File: config.mk
export PLATFORM = sky130hd
export DESIGN_NAME = fsw_overlay_mixer
export DESIGN_NICKNAME = d
export VERILOG_FILES = /design/src/rtl/fsw_overlay_mixer.sv
export SDC_FILE = /design/constraint.sdc
export NUM_CORES = 2
export LEC_CHECK = 0
export CAP_MARGIN = 20
export CORE_UTILIZATION = 46
export CTS_BUF_LIST = sky130_fd_sc_hd__clkbuf_16
export CTS_CLUSTER_DIAMETER = 100
export DETAILED_ROUTE_END_ITERATION = 7
export DONT_BUFFER_PORTS = 1
export PLACE_DENSITY = 0.72
export SYNTH_ARGS = -nofsm -noshare
export SYNTH_HDL_FRONTEND = slang
export SYNTH_SLANG_ARGS = --single-unit
File: constraint.sdc
create_clock -name clk -period 17.4 [get_ports clk]
set_input_delay 1.74 -clock clk [delete_from_list [all_inputs] [get_ports clk]]
set_output_delay 1.74 -clock clk [all_outputs]
set_load 0.005 [all_outputs]
File: src/rtl/fsw_overlay_mixer.sv
module fsw_overlay_mixer #(
  parameter int DW    = 10,
  parameter int DLY_W = 3
) (
  input  logic                clk,
  input  logic                rst_n,
  input  logic [2:0]          mode,
  input  logic                fs_scart,
  input  logic                fs_ovl,
  input  logic [DLY_W-1:0]    dly_comp,
  input  logic [DLY_W-1:0]    dly_scart,
  input  logic [DLY_W-1:0]    dly_ovl,
  input  logic [DLY_W-1:0]    dly_ovl_fs,
  input  logic [3*DW-1:0]     cvbs_ycc,
  input  logic [3*DW-1:0]     comp_ycc,
  input  logic [3*DW-1:0]     scart_ycc,
  input  logic [2:0]          ovl_rgb,
  output logic [3*DW-1:0]     out_ycc,
  output logic                out_vld
);

  localparam int PW    = 3 * DW;
  localparam int DEPTH = 1 << DLY_W;
  localparam int SH    = DW - 10;

  function automatic logic [PW-1:0] ovl_lut(input logic [2:0] c);
    int r, g, b, y, cb, cr;
    r  = int'(c[2]);
    g  = int'(c[1]);
    b  = int'(c[0]);
    y  = 64  + 262 * r + 514 * g + 100 * b;
    cb = 512 - 151 * r - 297 * g + 448 * b;
    cr = 512 + 448 * r - 375 * g - 73 * b;
    return {DW'(y << SH), DW'(cb << SH), DW'(cr << SH)};
  endfunction

  function automatic logic [PW-1:0] blend(input logic [PW-1:0] a,
                                           input logic [PW-1:0] b,
                                           input logic [2:0] n);
    logic [PW-1:0] o;
    int s;
    for (int l = 0; l < 3; l++) begin
      s = int'(n) * int'(a[l*DW +: DW]) + (4 - int'(n)) * int'(b[l*DW +: DW]) + 2;
      o[l*DW +: DW] = DW'(s >> 2);
    end
    return o;
  endfunction

  logic [1:0]      fs_in;
  logic [1:0][2:0] cnt;
  assign fs_in = {fs_ovl, fs_scart};

  for (genvar g = 0; g < 2; g++) begin : g_fs
    logic       s1, s2;
    logic [3:0] win;
    always_ff @(posedge clk) begin
      if (!rst_n) begin
        s1  <= 1'b0;
        s2  <= 1'b0;
        win <= '0;
      end else begin
        s1  <= fs_in[g];
        s2  <= s1;
        win <= {win[2:0], s2};
      end
    end
    assign cnt[g] = 3'($countones(win));
  end

  logic [1:0] ph;
  logic       cap, ld;
  assign cap = (ph == 2'd3);

  logic [PW-1:0] cvbs_q;
  logic [2:0]    n1_q;
  logic [PW-1:0] comp_dl  [DEPTH];
  logic [PW-1:0] scart_dl [DEPTH];
  logic [2:0]    ovl_dl   [DEPTH];
  logic [2:0]    n2_dl    [DEPTH];

  always_ff @(posedge clk) begin
    if (!rst_n) begin
      ph     <= '0;
      ld     <= 1'b0;
      cvbs_q <= '0;
      n1_q   <= '0;
      for (int i = 0; i < DEPTH; i++) begin
        comp_dl[i]  <= '0;
        scart_dl[i] <= '0;
        ovl_dl[i]   <= '0;
        n2_dl[i]    <= '0;
      end
    end else begin
      ph <= ph + 2'd1;
      ld <= cap;
      if (cap) begin
        cvbs_q      <= cvbs_ycc;
        n1_q        <= cnt[0];
        comp_dl[0]  <= comp_ycc;
        scart_dl[0] <= scart_ycc;
        ovl_dl[0]   <= ovl_rgb;
        n2_dl[0]    <= cnt[1];
        for (int i = 1; i < DEPTH; i++) begin
          comp_dl[i]  <= comp_dl[i-1];
          scart_dl[i] <= scart_dl[i-1];
          ovl_dl[i]   <= ovl_dl[i-1];
          n2_dl[i]    <= n2_dl[i-1];
        end
      end
    end
  end

  logic [PW-1:0] co, sc, ov, mix;
  logic [2:0]    k1, k2;
  assign co = comp_dl[dly_comp];
  assign sc = scart_dl[dly_scart];
  assign ov = ovl_lut(ovl_dl[dly_ovl]);
  assign k2 = n2_dl[dly_ovl_fs];
  assign k1 = n1_q;

  always_comb begin
    case (mode)
      3'd0:    mix = blend(sc, cvbs_q, k1);
      3'd1:    mix = blend(ov, cvbs_q, k2);
      3'd2:    mix = blend(ov, co, k2);
      3'd3:    mix = blend(ov, blend(sc, cvbs_q, k1), k2);
      3'd4:    mix = blend(sc, blend(ov, cvbs_q, k2), k1);
      3'd5:    mix = blend(blend(ov, sc, k2), cvbs_q, k1);
      3'd6:    mix = cvbs_q;
      default: mix = co;
    endcase
  end

  always_ff @(posedge clk) begin
    if (!rst_n) begin
      out_ycc <= '0;
      out_vld <= 1'b0;
    end else begin
      out_vld <= ld;
      if (ld) out_ycc <= mix;
    end
  end

  p_vld_gap_r2: assert property (@(posedge clk) disable iff (!rst_n)
    out_vld |=> !out_vld);

  p_hold_r2: assert property (@(posedge clk) disable iff (!rst_n)
    !out_vld |-> $stable(out_ycc));

  p_cvbs_pass_r7: assert property (@(posedge clk) disable iff (!rst_n)
    (out_vld && $past(mode) == 3'd6) |-> out_ycc == $past(cvbs_q));

  p_comp_pass_r7: assert property (@(posedge clk) disable iff (!rst_n)
    (out_vld && $past(mode) == 3'd7) |-> out_ycc == $past(co));

  p_scart_full_r4: assert property (@(posedge clk) disable iff (!rst_n)
    (out_vld && $past(mode) == 3'd0 && $past(k1) == 3'd4) |-> out_ycc == $past(sc));

  p_cvbs_full_r4: assert property (@(posedge clk) disable iff (!rst_n)
    (out_vld && $past(mode) == 3'd0 && $past(k1) == 3'd0) |-> out_ycc == $past(cvbs_q));

endmodule

* Word level (Yosys, flattened, before mapping)
Memory sizes are Yosys's and may differ from the RTL's.
Index checks and enable logic that the tools add are counted.
** Storage, ports and cells
- Logic and storage cells :: 189
- Memory bits (writable) :: 528
- Register bits :: 79
- Memories :: 4
- Output and inout port bits :: 31
- Input port bits :: 112
** Operators by class
- Reduce and logical (&&, ||, !) cells :: 1
- Equality and inequality tests :: 7
- $mul :: 36
- Bitwise logic cells :: 32
- Add/sub/neg operators :: 60
- Mux-type cells :: 37
** Memories
- comp_dl :: words 8, width 30, rd ports 8, clocked after Yosys merged registers in 0, write ports 8, RTL line 76 : logic [PW-1:0] comp_dl [DEPTH];
- scart_dl :: words 8, width 30, rd ports 8, clocked after Yosys merged registers in 0, write ports 8, RTL line 77 : logic [PW-1:0] scart_dl [DEPTH];
- n2_dl :: words 8, width 3, rd ports 8, clocked after Yosys merged registers in 0, write ports 8, RTL line 79 : logic [2:0] n2_dl [DEPTH];
- ovl_dl :: words 8, width 3, rd ports 8, clocked after Yosys merged registers in 0, write ports 8, RTL line 78 : logic [2:0] ovl_dl [DEPTH];
** Operator list (count)
- 30-bit 2-to-1 mux :: 16
- 12-bit adder :: 21
- 12-bit by 3-bit adder with 12-bit output, second input constant :: 21
- 4-bit by 11-bit multiplier with 12-bit output :: 18
- 30-bit one-hot mux with 7 select lines :: 1
- 3-bit by 10-bit multiplier with 12-bit output :: 9
- 3-bit 2-to-1 mux :: 16
- 1-bit bitwise OR :: 32
- 10-bit adder :: 2
- 9-bit by 1-bit multiplier with 10-bit output, first input constant :: 2
- 10-bit subtractor :: 2
- 8-bit by 1-bit multiplier with 9-bit output, first input constant :: 2
- 10-bit adder, first input constant :: 1
- 10-bit by 8-bit adder with 10-bit output :: 1
- 7-bit by 10-bit adder with 10-bit output, first input constant :: 1
- 10-bit by 9-bit subtractor with 10-bit output :: 1
- 10-bit by 9-bit subtractor with 10-bit output, first input constant :: 1
- 3-bit == test, second input constant :: 3
- 9-bit by 1-bit multiplier with 9-bit output, first input constant :: 1
- 1-bit by 1-bit adder with 2-bit output :: 4
- 3-bit by 1-bit multiplier with 4-bit output, first input constant :: 2
- 7-bit by 1-bit multiplier with 8-bit output, first input constant :: 1
- 3-bit by 3-bit subtractor with 4-bit output, first input constant :: 2
- 2-bit by 2-bit adder with 3-bit output :: 2
- 7 further kinds :: 11

* Depth between registers and ports, before layout
An unclocked memory read counts as a cell.
- Depth after elaboration :: 12
- Depth in mapped cells :: 44
- Mapped depth without buffers :: 42

* Worst setup path after synthesis
Ideal clock, no wire load.
- Path kind :: input -> register
- From :: in rst_n
- To :: mem comp_dl[0][0] in the netlist's numbering, enable pin
- Stages on the path :: 4
- Slack :: 2.195 ns
- Required time :: 16.410 ns
- Buffers on the path :: 3
- Data arrival time :: 14.215 ns
- Library setup time :: 0.990 ns
- Cell sequence :: clkbuf_1 -> clkbuf_1 -> clkbuf_1 -> nand2b_1
** RTL lines
- start, declared :: RTL line 6 : input logic rst_n,
- end, declared :: RTL line 76

* Final worst setup path
- From :: in dly_ovl[0]
- To :: reg out_ycc[29]
** Between the ends
- Word-level cells in the longest chain between the ends :: 12
- Elaborated cells between the ends (all ways) :: 23
- Classes of those cells :: add/sub (15); mul (6); mux (1); memory (1)
** RTL lines
- start, declared :: RTL line 12 : input logic [DLY_W-1:0] dly_ovl,
- memory read 8 x 3 bit *
- 8-bit by 1-bit multiplier with 9-bit output :: RTL line 31 : y = 64 + 262 * r + 514 * g + 100 * b;
- 7-bit by 10-bit adder with 10-bit output :: RTL line 31
- 10-bit adder :: RTL line 31
- 10-bit by 8-bit adder with 10-bit output * :: RTL line 31
- 3-bit by 10-bit multiplier with 12-bit output * :: RTL line 43 : s = int'(n) * int'(a[l*DW +: DW]) + (4 - int'(n)) * int'(b[l*DW +: DW]) + 2;
- 12-bit adder :: RTL line 43
- 12-bit by 3-bit adder with 12-bit output :: RTL line 43
- 4-bit by 11-bit multiplier with 12-bit output or 3-bit by 10-bit multiplier with 12-bit output (tied branches) :: RTL line 43
- 12-bit adder :: RTL line 43
- 12-bit by 3-bit adder with 12-bit output :: RTL line 43
- 30-bit one-hot mux with 7 select lines * :: RTL line 122 : case (mode)
- end signal, assigned :: RTL line 140 : if (ld) out_ycc <= mix;
- end, declared :: RTL line 18 : output logic [3*DW-1:0] out_ycc,
Every way passes the cells marked *; elsewhere a longest branch is shown, timed or not.
A chain may end at the register's enable or synchronous reset.

==> results by group <==
STA
  • Final hold slack: 0.4370 ns
  • Final setup vio count: 0
  • Slew Limit Fails: 0
  • Final min period: 11.84 ns
  • Max Freq: 84.49 MHz
  • Slew HR: 0.06140
  • Slew of the pin with the lowest slew margin: 1.408 ns
  • Setup total negative slack: 0 ns
  • Final Hold Fails: 0
  • Final worst slack: 5.564 ns
  • Worst clock skew: 0.05416 ns
  • RSZ-0062 raised after global routing: false
  • Fin crit share: 0.6802

Status
  • Status: completed

Critical path
  • Worst EP required: 17.97 ns
  • CP most frequent cell: fa_1
  • Crit path launch: dly_ovl[0]
  • CP Capture Type: register
  • Crit start category: input port
  • Critical Path AT: 12.40 ns
  • Crit-path max FO: 9
  • Crit-path slowest cell: o41ai_1
  • CP max stage delay: 0.57 ns
  • Crit Path Class: in -> reg
  • RR Startpoint: ovl_dl[0][2]

Global route
  • GRT overflow: 0
  • Initial antenna violation count: 8
  • Global-route wire length before repair: 258,700 µm
  • Largest net degree at the start of global routing: 546
  • All-Layer GR Usage: 0.2502
  • Vias in the first global route: 43,680

Final layout
  • Final #Nets: 6,982
  • Multi-input logic area: 39,290 µm²
  • Share of cells above drive strength 1: 0.08273
  • Fill count: 11,870
  • Sequential Area: 17,440 µm²
  • Area Overhead vs Synth: 6.516%

Detailed routing
  • Via density: 5.728
  • Wirelength, routed: 168,100 µm
  • Wire per inst: 22.16 µm
  • DRT iter0 DRCs: 4,451
  • DRT Pass-1 Iters: 8
  • Remaining antenna violation count after routing: 0
  • DRC: 0
  • Vias: 43,440

Synthesis
  • Async SR Flop Fraction: 0
  • Seq/Total Area, Yosys: 0.2861
  • Post-synth EDFFs: 528
  • Dominant cells by area after synthesis: edfxtp_1 (26%), fa_1 (19%), ha_1 (11%)
  • Mapped Area: 60,950 µm²
  • Most common cell in the netlist: inv_1
  • Top cell type's share of synthesized area: 0.2601
  • Synthesis Warnings: 0
  • Syn Nets: 7,165
  • Syn avg cell area: 10.24 µm²
  • Yosys top cell by area: edfxtp_1
  • Synth Flop Type: edfxtp_1
  • Post-synth cell types: 81
  • Post-synth top cells: inv_1 (825), nand2_1 (604), fa_1 (583), edfxtp_1 (528), ha_1 (520)
  • Synth Instances: 5,950
  • Number of synthesized register bits: 607

Placement
  • Pre-CTS setup slack: 5.008 ns
  • Port Buffers: 0
  • Final HPWL DP: 122,900 µm
  • Routability cong.: 0.9683

Clocking
  • CTS Buf Count: 72
  • H-tree depth: 3
  • CTS tree: done
  • Clock latency on the worst-skew pair: 0.69 ns
  • Clk slew on worst S/H paths: 0.06 ns
  • Clock root cell: clkbuf_16
  • CTS Hold Bufs: 0
  • CTS sink count: 607
  • Max Buffers Root-to-Sink: 3
  • Post-CTS setup buffer count: 0
  • Post-cts sizing count: 0

Floorplanning
  • Chip height: 366.0 µm
  • Die width: 366.0 µm
  • I/O pin total: 143
  • Starting density of the core: 0.4636
  • Core footprint: 131,500 µm²
  • Area of the die: 134,000 µm²
  • Site row count: 133

Power
  • Pwr/cell area: 115.6 nW/µm²
  • VDD IR max: 0.1115 mV
  • Leak Pwr: 29.98 nW
  • Total power: 7.506 mW

Worst hold path
  • Hold WC Path Type: reg -> reg
  • Beginning of the worst hold path: g_fs[0].s1

Flow run
  • Max Cap Violations: 0
-- sequential cells by signal, indices dropped and copies added, names as in the netlist, 2 cells and up --
signal    flops
comp_dl     240
scart_dl    240
cvbs_q       30
out_ycc      30
n2_dl        24
ovl_dl       24
g_fs.win      8
k1            3
g_fs.s1       2
g_fs.s2       2
ph            2
-- kinds of logic after synthesis --
logic type                 after synthesis  share of synthesized area
DFF                                    607                     0.2861
xor gates and xnor gates               328                    0.05062
buffers and inverters                 1143                    0.07086
muxes                                  242                    0.06945
adders and majority gates             1103                     0.2982
and+or+nand+nor                       1935                     0.1618
AOI/OAI and AO/OA                      592                    0.06290
-- layer usage --
metal  GRT usage  part of all wire  wire length [µm]  vias up
met3     0.05192             0.093             15710      275
met4     0.08231             0.034              5715        2
met2      0.3868              0.45             75070     1764
met1      0.3504              0.43             71550    21920
met5           0           0.00012                20        -
li1            -                 -                 -    19480
-- report_power, final --
| group | switching (mW) | internal [mW] |
|---|---|---|
| sequential | 0.0516 | 1.68 |
| combinational | 2.59 | 1.66 |
| clock | 0.663 | 0.862 |
| total | 3.30 | 4.20 |
-- stage by stage --
stage                     instances  area (µm²)  utilization
after floorplan                5950       60950            -
after global placement         7447       62520       0.4755
after detailed placement       7447       62520       0.4755
after CTS                      7580       64910       0.4937
after global routing           7582       64920       0.4938
final                          7583       64920       0.4938
-- placed cells by master, fill, tap and decap left out, drive strengths merged, types with 196 or more instances in the layout --
cell    synthesis  routed
and2          342     342
inv           826     844
a21oi         196     196
fa            583     583
and3          412     412
nor2          265     265
edfxtp        528     528
xnor2         211     211
ha            520     520
nand2         604     604
-- final timing paths --
check	slack (ns)	depth (start not counted)	endpoint
worst max-delay path	5.56	36	out_ycc[29]
worst min-delay path	0.44	1	g_fs[0].s2
worst max register to register	6.24	36	out_ycc[29]
worst min register to register	0.44	1	g_fs[0].s2
-- worst max-delay path: cells and delay by family --
kind                       cells  cell delay [ns]
muxes                          2             0.82
adders and majority gates     13             5.19
AOI/OAI and AO/OA              7             1.79
buffers and inverters          7             0.80
xor gates and xnor gates       4             1.58
and+or+nand+nor                3             0.43
-- layout make-up --
class / count / area share
antenna: 2 / 0.00007709
clock buffer: 72 / 0.02775
clock inverter: 61 / 0.009097
inverter: 827 / 0.04782
multi-input combinational: 4200 / 0.6051
sequential: 607 / 0.2687
tap: 1755 / 0.03382
timing repair buffer: 59 / 0.007593
(Power assumes the default switching activity.)
